===== src/rtl/mdio_scan_pkg.sv =====
package mdio_scan_pkg;
  localparam int PHY_AW  = 5;
  localparam int REG_AW  = 5;
  localparam int FRAME_W = 16;

  typedef enum logic {ARB_FREE, ARB_BUSY} arb_state_e;
  typedef enum logic {OWN_SCAN, OWN_USER} arb_owner_e;
endpackage


===== src/rtl/msa_user_port.sv =====
module msa_user_port #(
  parameter int PHY_W  = 5,
  parameter int REG_W  = 5,
  parameter int DATA_W = 16
) (
  input  logic              clk,
  input  logic              rst,
  input  logic              usr_go,
  input  logic              usr_wr,
  input  logic [PHY_W-1:0]  usr_phy,
  input  logic [REG_W-1:0]  usr_reg,
  input  logic [DATA_W-1:0] usr_wdata,
  input  logic              usr_cmp,
  input  logic              fe_ack,
  input  logic [DATA_W-1:0] fe_rdata,
  input  logic              uirq_clr,
  input  logic              uirq_mset,
  input  logic              uirq_mclr,
  output logic              pend,
  output logic              pend_wr,
  output logic [PHY_W-1:0]  pend_phy,
  output logic [REG_W-1:0]  pend_reg,
  output logic [DATA_W-1:0] pend_wdata,
  output logic              usr_done,
  output logic              usr_ack,
  output logic [DATA_W-1:0] usr_rdata,
  output logic              uirq_raw,
  output logic              uirq_masked
);
  logic uirq_mask;

  always_ff @(posedge clk) begin
    if (rst) begin
      pend       <= 1'b0;
      pend_wr    <= 1'b0;
      pend_phy   <= '0;
      pend_reg   <= '0;
      pend_wdata <= '0;
      usr_done   <= 1'b0;
      usr_ack    <= 1'b0;
      usr_rdata  <= '0;
    end else begin
      usr_done <= 1'b0;
      if (usr_cmp) begin
        pend      <= 1'b0;
        usr_done  <= 1'b1;
        usr_ack   <= fe_ack;
        usr_rdata <= fe_rdata;
      end else if (usr_go && !pend) begin
        pend       <= 1'b1;
        pend_wr    <= usr_wr;
        pend_phy   <= usr_phy;
        pend_reg   <= usr_reg;
        pend_wdata <= usr_wdata;
      end
    end
  end

  always_ff @(posedge clk) begin
    if (rst) begin
      uirq_raw  <= 1'b0;
      uirq_mask <= 1'b0;
    end else begin
      if (usr_cmp)       uirq_raw <= 1'b1;
      else if (uirq_clr) uirq_raw <= 1'b0;
      if (uirq_mset)      uirq_mask <= 1'b1;
      else if (uirq_mclr) uirq_mask <= 1'b0;
    end
  end

  assign uirq_masked = uirq_raw & uirq_mask;
endmodule


===== src/rtl/msa_arbiter.sv =====
module msa_arbiter
  import mdio_scan_pkg::*;
#(
  parameter int PHY_W    = 5,
  parameter int REG_W    = 5,
  parameter int DATA_W   = 16,
  parameter int STAT_REG = 1
) (
  input  logic              clk,
  input  logic              rst,
  input  logic              enable,
  input  logic              usr_pend,
  input  logic              usr_wr,
  input  logic [PHY_W-1:0]  usr_phy,
  input  logic [REG_W-1:0]  usr_reg,
  input  logic [DATA_W-1:0] usr_wdata,
  input  logic              fe_done,
  output logic              fe_req,
  output logic              fe_wr,
  output logic [PHY_W-1:0]  fe_phy,
  output logic [REG_W-1:0]  fe_reg,
  output logic [DATA_W-1:0] fe_wdata,
  output logic              scan_cmp,
  output logic              usr_cmp,
  output logic              idle
);
  localparam logic [REG_W-1:0] SCAN_REG = REG_W'(STAT_REG);

  arb_state_e        st;
  arb_owner_e        own;
  logic [PHY_W-1:0]  scan_addr;

  always_ff @(posedge clk) begin
    if (rst) begin
      st        <= ARB_FREE;
      own       <= OWN_SCAN;
      fe_req    <= 1'b0;
      fe_wr     <= 1'b0;
      fe_phy    <= '0;
      fe_reg    <= '0;
      fe_wdata  <= '0;
      scan_addr <= '0;
      idle      <= 1'b1;
    end else begin
      case (st)
        ARB_FREE: begin
          idle <= !enable;
          if (enable && usr_pend) begin
            st       <= ARB_BUSY;
            own      <= OWN_USER;
            fe_req   <= 1'b1;
            fe_wr    <= usr_wr;
            fe_phy   <= usr_phy;
            fe_reg   <= usr_reg;
            fe_wdata <= usr_wdata;
          end else if (enable) begin
            st        <= ARB_BUSY;
            own       <= OWN_SCAN;
            fe_req    <= 1'b1;
            fe_wr     <= 1'b0;
            fe_phy    <= scan_addr;
            fe_reg    <= SCAN_REG;
            fe_wdata  <= '0;
            scan_addr <= scan_addr + PHY_W'(1);
          end
        end
        default: begin
          if (fe_done) begin
            st     <= ARB_FREE;
            fe_req <= 1'b0;
            idle   <= !enable;
          end else begin
            idle <= 1'b0;
          end
        end
      endcase
    end
  end

  assign scan_cmp = (st == ARB_BUSY) && (own == OWN_SCAN) && fe_done;
  assign usr_cmp  = (st == ARB_BUSY) && (own == OWN_USER) && fe_done;
endmodule


===== src/rtl/msa_status.sv =====
module msa_status #(
  parameter int PHY_W = 5
) (
  input  logic                    clk,
  input  logic                    rst,
  input  logic                    scan_cmp,
  input  logic [PHY_W-1:0]        scan_phy,
  input  logic                    fe_ack,
  input  logic                    link_bit,
  input  logic [(1<<PHY_W)-1:0]   link_mask,
  input  logic [(1<<PHY_W)-1:0]   link_raw_clr,
  output logic [(1<<PHY_W)-1:0]   alive,
  output logic [(1<<PHY_W)-1:0]   link,
  output logic [(1<<PHY_W)-1:0]   link_raw,
  output logic [(1<<PHY_W)-1:0]   link_masked
);
  localparam int NPHY = 1 << PHY_W;

  logic new_link;
  assign new_link = fe_ack & link_bit;

  for (genvar g = 0; g < NPHY; g++) begin : g_phy
    localparam logic [PHY_W-1:0] IDX = PHY_W'(g);
    logic hit;
    assign hit = scan_cmp && (scan_phy == IDX);

    always_ff @(posedge clk) begin
      if (rst) begin
        alive[g]    <= 1'b0;
        link[g]     <= 1'b0;
        link_raw[g] <= 1'b0;
      end else begin
        if (hit) begin
          alive[g] <= fe_ack;
          link[g]  <= new_link;
        end
        if (hit && (new_link != link[g])) link_raw[g] <= 1'b1;
        else if (link_raw_clr[g])         link_raw[g] <= 1'b0;
      end
    end
  end

  assign link_masked = link_raw & link_mask;
endmodule


===== src/rtl/mdio_scan_arb.sv =====
module mdio_scan_arb
  import mdio_scan_pkg::*;
#(
  parameter int PHY_W    = PHY_AW,
  parameter int REG_W    = REG_AW,
  parameter int DATA_W   = FRAME_W,
  parameter int STAT_REG = 1,
  parameter int LINK_BIT = 2
) (
  input  logic                  clk,
  input  logic                  rst,
  input  logic                  enable,
  output logic                  idle,
  input  logic                  usr_go,
  input  logic                  usr_wr,
  input  logic [PHY_W-1:0]      usr_phy,
  input  logic [REG_W-1:0]      usr_reg,
  input  logic [DATA_W-1:0]     usr_wdata,
  output logic                  usr_busy,
  output logic                  usr_done,
  output logic                  usr_ack,
  output logic [DATA_W-1:0]     usr_rdata,
  output logic                  fe_req,
  output logic                  fe_wr,
  output logic [PHY_W-1:0]      fe_phy,
  output logic [REG_W-1:0]      fe_reg,
  output logic [DATA_W-1:0]     fe_wdata,
  input  logic                  fe_done,
  input  logic                  fe_ack,
  input  logic [DATA_W-1:0]     fe_rdata,
  output logic [(1<<PHY_W)-1:0] alive,
  output logic [(1<<PHY_W)-1:0] link,
  input  logic [(1<<PHY_W)-1:0] link_mask,
  input  logic [(1<<PHY_W)-1:0] link_raw_clr,
  output logic [(1<<PHY_W)-1:0] link_raw,
  output logic [(1<<PHY_W)-1:0] link_masked,
  input  logic                  uirq_clr,
  input  logic                  uirq_mset,
  input  logic                  uirq_mclr,
  output logic                  uirq_raw,
  output logic                  uirq_masked
);
  logic              pend, pend_wr;
  logic [PHY_W-1:0]  pend_phy;
  logic [REG_W-1:0]  pend_reg;
  logic [DATA_W-1:0] pend_wdata;
  logic              scan_cmp, usr_cmp;

  msa_user_port #(.PHY_W(PHY_W), .REG_W(REG_W), .DATA_W(DATA_W)) u_user (
    .clk(clk), .rst(rst),
    .usr_go(usr_go), .usr_wr(usr_wr), .usr_phy(usr_phy), .usr_reg(usr_reg),
    .usr_wdata(usr_wdata), .usr_cmp(usr_cmp), .fe_ack(fe_ack), .fe_rdata(fe_rdata),
    .uirq_clr(uirq_clr), .uirq_mset(uirq_mset), .uirq_mclr(uirq_mclr),
    .pend(pend), .pend_wr(pend_wr), .pend_phy(pend_phy), .pend_reg(pend_reg),
    .pend_wdata(pend_wdata), .usr_done(usr_done), .usr_ack(usr_ack),
    .usr_rdata(usr_rdata), .uirq_raw(uirq_raw), .uirq_masked(uirq_masked)
  );

  msa_arbiter #(.PHY_W(PHY_W), .REG_W(REG_W), .DATA_W(DATA_W), .STAT_REG(STAT_REG)) u_arb (
    .clk(clk), .rst(rst), .enable(enable),
    .usr_pend(pend), .usr_wr(pend_wr), .usr_phy(pend_phy), .usr_reg(pend_reg),
    .usr_wdata(pend_wdata), .fe_done(fe_done),
    .fe_req(fe_req), .fe_wr(fe_wr), .fe_phy(fe_phy), .fe_reg(fe_reg),
    .fe_wdata(fe_wdata), .scan_cmp(scan_cmp), .usr_cmp(usr_cmp), .idle(idle)
  );

  msa_status #(.PHY_W(PHY_W)) u_stat (
    .clk(clk), .rst(rst), .scan_cmp(scan_cmp), .scan_phy(fe_phy),
    .fe_ack(fe_ack), .link_bit(fe_rdata[LINK_BIT]),
    .link_mask(link_mask), .link_raw_clr(link_raw_clr),
    .alive(alive), .link(link), .link_raw(link_raw), .link_masked(link_masked)
  );

  assign usr_busy = pend;
endmodule


===== config.mk =====
export PLATFORM = sky130hd
export DESIGN_NAME = mdio_scan_arb
export DESIGN_NICKNAME = d
export VERILOG_FILES = /design/src/rtl/mdio_scan_pkg.sv /design/src/rtl/msa_user_port.sv /design/src/rtl/msa_arbiter.sv /design/src/rtl/msa_status.sv /design/src/rtl/mdio_scan_arb.sv
export SDC_FILE = /design/constraint.sdc
export NUM_CORES = 1
export LEC_CHECK = 0
export BUFFER_PORTS_ARGS = -buffer_cell sky130_fd_sc_hd__buf_2
export CORE_AREA = 2 2 94 186
export CTS_BUF_LIST = sky130_fd_sc_hd__clkbuf_2 sky130_fd_sc_hd__clkbuf_4 sky130_fd_sc_hd__clkbuf_8
export DETAILED_ROUTE_END_ITERATION = 12
export DIE_AREA = 0 0 96 188
export HOLD_SLACK_MARGIN = 0.08
export PLACE_DENSITY = 0.91
export RECOVER_POWER = 100
export REMOVE_ABC_BUFFERS = 1
export SETUP_SLACK_MARGIN = 0.15
export SLEW_MARGIN = 20
export SYNTH_ARGS = -nofsm -noshare
export SYNTH_HDL_FRONTEND = slang
export SYNTH_SLANG_ARGS = --single-unit

===== constraint.sdc =====
create_clock -name clk -period 3.16 [get_ports clk]
set_input_delay 0.158 -clock clk [delete_from_list [all_inputs] [get_ports clk]]
set_output_delay 0.158 -clock clk [all_outputs]
set_load 0.02 [all_outputs]

==> flow_results.org <==
** Outcome
- Outcome :: finished, violations left
- The final reports fail on capacitance limit, slew limit.

** Critical path
- The signal on the critical path passes through nand3_2 -> nor2_2 -> a22o_1.
- The critical path contains buffers and inverters numbering 0 combined.
- Top cell family by delay on the critical path :: simple AND/OR/NAND/NOR gates
- Data arrival, critical path :: about 3.0 ns
- Endpoint required time on the critical path :: between 3 and 4 ns
- Crit start category :: register
- Maximum fanout count along the critical path :: 29
- Kind of end point of the critical path :: register
- Slowest stage cell, crit path :: dfxtp_1
- Critical Setup Path Class :: reg -> reg
- Largest stage delay, worst path :: 0.82 ns

** Drt
- Number of DRC violations after detailed routing :: 0
- Number of vias in the routed layout :: 8259
- Mean number of vias per cell :: 5.76
- Count of routing violations after the opening detailed-route iteration :: 510
- Remaining antenna violation count after routing :: 0
- WL/cell :: 18.4 um
- Detailed-router iteration count before antenna repair :: 6
- Aggregate routed wire length :: between 20000 and 30000 um

** Timing
- In this run the tightest slew margin relative to its limit is -7.64%.
- For the final routed database, the setup TNS stands at 0 ns.
- Worst-case setup margin in the final layout :: 0.546 ns
- For this run, the top clock speed supported by timing is between 0.3 and 0.4 GHz.
- RSZ-0062 raised after global routing :: false
- The clock arrives with around 0.017 ns of skew.
- Final number of setup-violating endpoints :: 0
- The number of max-slew violations in the final report was 32.
- The final hold violation count is 0.
- After layout, the minimum clock period comes to 2.61 ns.
- Worst slew pin tran :: between 1.5 and 2 ns
- Crit share post-route :: roughly 83%

** Place
- Placer's final routability congestion estimate :: about 0.85
- Port Buffer Count :: 293
- Cell area after placement :: around 9400 sq um
- Pre-CTS WS :: 0.737 ns
- Total half-perimeter wirelength after legalization and detailed placement :: 16200 um
- Total instance count after detailed placement :: 1324

** CTS
- Clock-pin slew was measured on the worst setup and hold paths at 0.10 ns.
- CTS-repair resized insts :: 0
- Post-CTS timing repair inserted 0 buffers for setup.
- TritonCTS created 17 clock buffers.
- Clock latency on the worst-skew pair, taken at its later pin, is 0.45 ns.
- CTS tree :: yes
- In this run the clock root is driven by a clkbuf_8.
- CTS built an H-tree with a depth of 4.
- The clock passes through at most 2 buffers.
- Clock tree synthesis found a total of 180 sinks.
- Number of hold buffers added after CTS :: 80

** Yosys
- After synthesis, the mean cell area works out to 8.96 sq um.
- Post-synth top flop :: dfxtp_1
- List of most frequent post-synthesis cells :: dfxtp_1, a21oi_1, nand3_1
- Post-synth top area cell :: dfxtp_1
- Synthesis-stage register bit count :: 180
- After synthesis, the cell types taking the most area are dfxtp_1, a21oi_1, nand3_1.
- Summing every instance area after synthesis gives 8120 sq um.
- Count of yosys warnings during synthesis :: 0
- Proportion of netlist area held by the largest area contributor :: approximately 44%
- Synthesized instance count :: 906
- Leading cell type by number of instances after synthesis :: dfxtp_1
- Fraction of the yosys area taken by sequential cells :: 44.4%
- Number of enable-type register cells in the synthesized netlist :: 0
- Number of library cell types mapped by synthesis :: around 50
- Synth async-reset ratio :: 0%

** Finish
- Layout Nets :: roughly 1300
- In the final layout, the registers with the most flip-flops are u_stat.alive x32, u_stat.link x32, u_stat.link_raw x32.
- Fraction of final layout cells with drive strength greater than 1 :: 14.5%
- For this run, the number of standard cells in the final layout without fillers is 1434.
- After routing the design area is 10300 sq um.
- The number of antenna diodes in the final layout is 0.
- From synthesis to final layout, the design area changed by 26.5%.
- Cells fill roughly three fifths of the core in the end.

** Power and ir drop
- IR analysis of the VDD net gives a maximum drop of roughly 410 uV.
- In this run the static leakage power is 3.63 nW.
- Power per Cell Area :: 435 nW/um^2

** GRT
- The first global-routing pass estimated 40700 um of wire.
- The number of global-route vias before repair came to 8094.
- Entering global routing, the biggest net connects 110 pins.
- Initial antenna violation count :: 0
- For this run the aggregate overflow at the end of global routing stands at 0.
- Total GRT Usage :: 28.7%

** Die
- Once the floorplan was initialized, standard cells occupied 48.7% of the core.
- DIE HEIGHT :: 188 um
- Die ar. :: 18000 sq um
- Die width :: 96 um
- Core area :: 16700 sq um
- The initialized floorplan defines 67 standard-cell rows.
- between 200 and 300 I/O pins were placed.

** Run
- Number of max-cap violations :: 1

** Hold path
- The worst hold path belongs to the class in -> reg.
## area by class of cell
class | count | area [sq um]
Fill cell | 1455 | 6410
Multi-Input combinational cell | 629 | 3850
Sequential cell | 180 | 3600
Timing Repair Buffer | 387 | 2160
Tap cell | 207 | 259
Clock buffer | 18 | 248
Clock inverter | 12 | 145
Inverter | 1 | 3.75
## worst register-to-register path, cell delays in order (launching register included)
cell,delay (ns)
dfxtp_1,0.82
nand3_2,0.71
nor2_2,0.79
a22o_1,0.24
## final timing paths
kind,from,endpoint,slack [ns],cells after the start
setup / recovery,u_arb.own,u_user.usr_rdata[5],0.55,3
hold / removal,fe_done,u_arb.fe_req,0.17,4
setup reg to reg,u_arb.own,u_user.usr_rdata[5],0.55,3
hold reg to reg,u_arb.fe_wdata[2],u_arb.fe_wdata[2],0.46,2
## kinds of logic after synthesis
family          count (synthesis)  synth area share [%]
compound gates                329                  24.5
xor+xnor                        2                 0.216
buf+inv                        97                  7.13
flops                         180                  44.4
simple gates                  290                  22.7
fa+ha+maj                       1                 0.154
mux                             7                 0.894
## metal layers
layer,track usage [%],routed length [um]
met1,31.3,9600
met2,50.8,14200
met3,5.71,1610
met4,14.3,909
met5,0,0
## through the flow
stage,total power [mW],hold slack [ns]
CTS,4.49,0.129
global placement,2.82,0.362
global route,4.63,0.186
detailed placement,2.83,0.371
floorplan,2.60,0.220
finish,4.47,0.167
## report_power, final
| group | switching [mW] | internal, mW | leakage [nW] | total (mW) |
|---|---|---|---|---|
| Sequential | 0.0515 | 2.31 | 1.46 | 2.36 |
| Clock | 0.878 | 0.735 | 0.194 | 1.61 |
| Combinational | 0.283 | 0.209 | 1.98 | 0.492 |
| Total | 1.21 | 3.25 | 3.63 | 4.47 |
## placed cells by master (no fill, tap or decap), drive strengths merged, types with 34 or more instances in the layout
cell	netlist	final
clkbuf	31	202
dfxtp	180	180
a21oi	148	148
buf	65	123
nand3	113	113
o21ai	93	93
dlygate4sd3	0	80
nand2b	35	35
and2	34	34
Note: power is estimated with default switching activity, not from simulation.
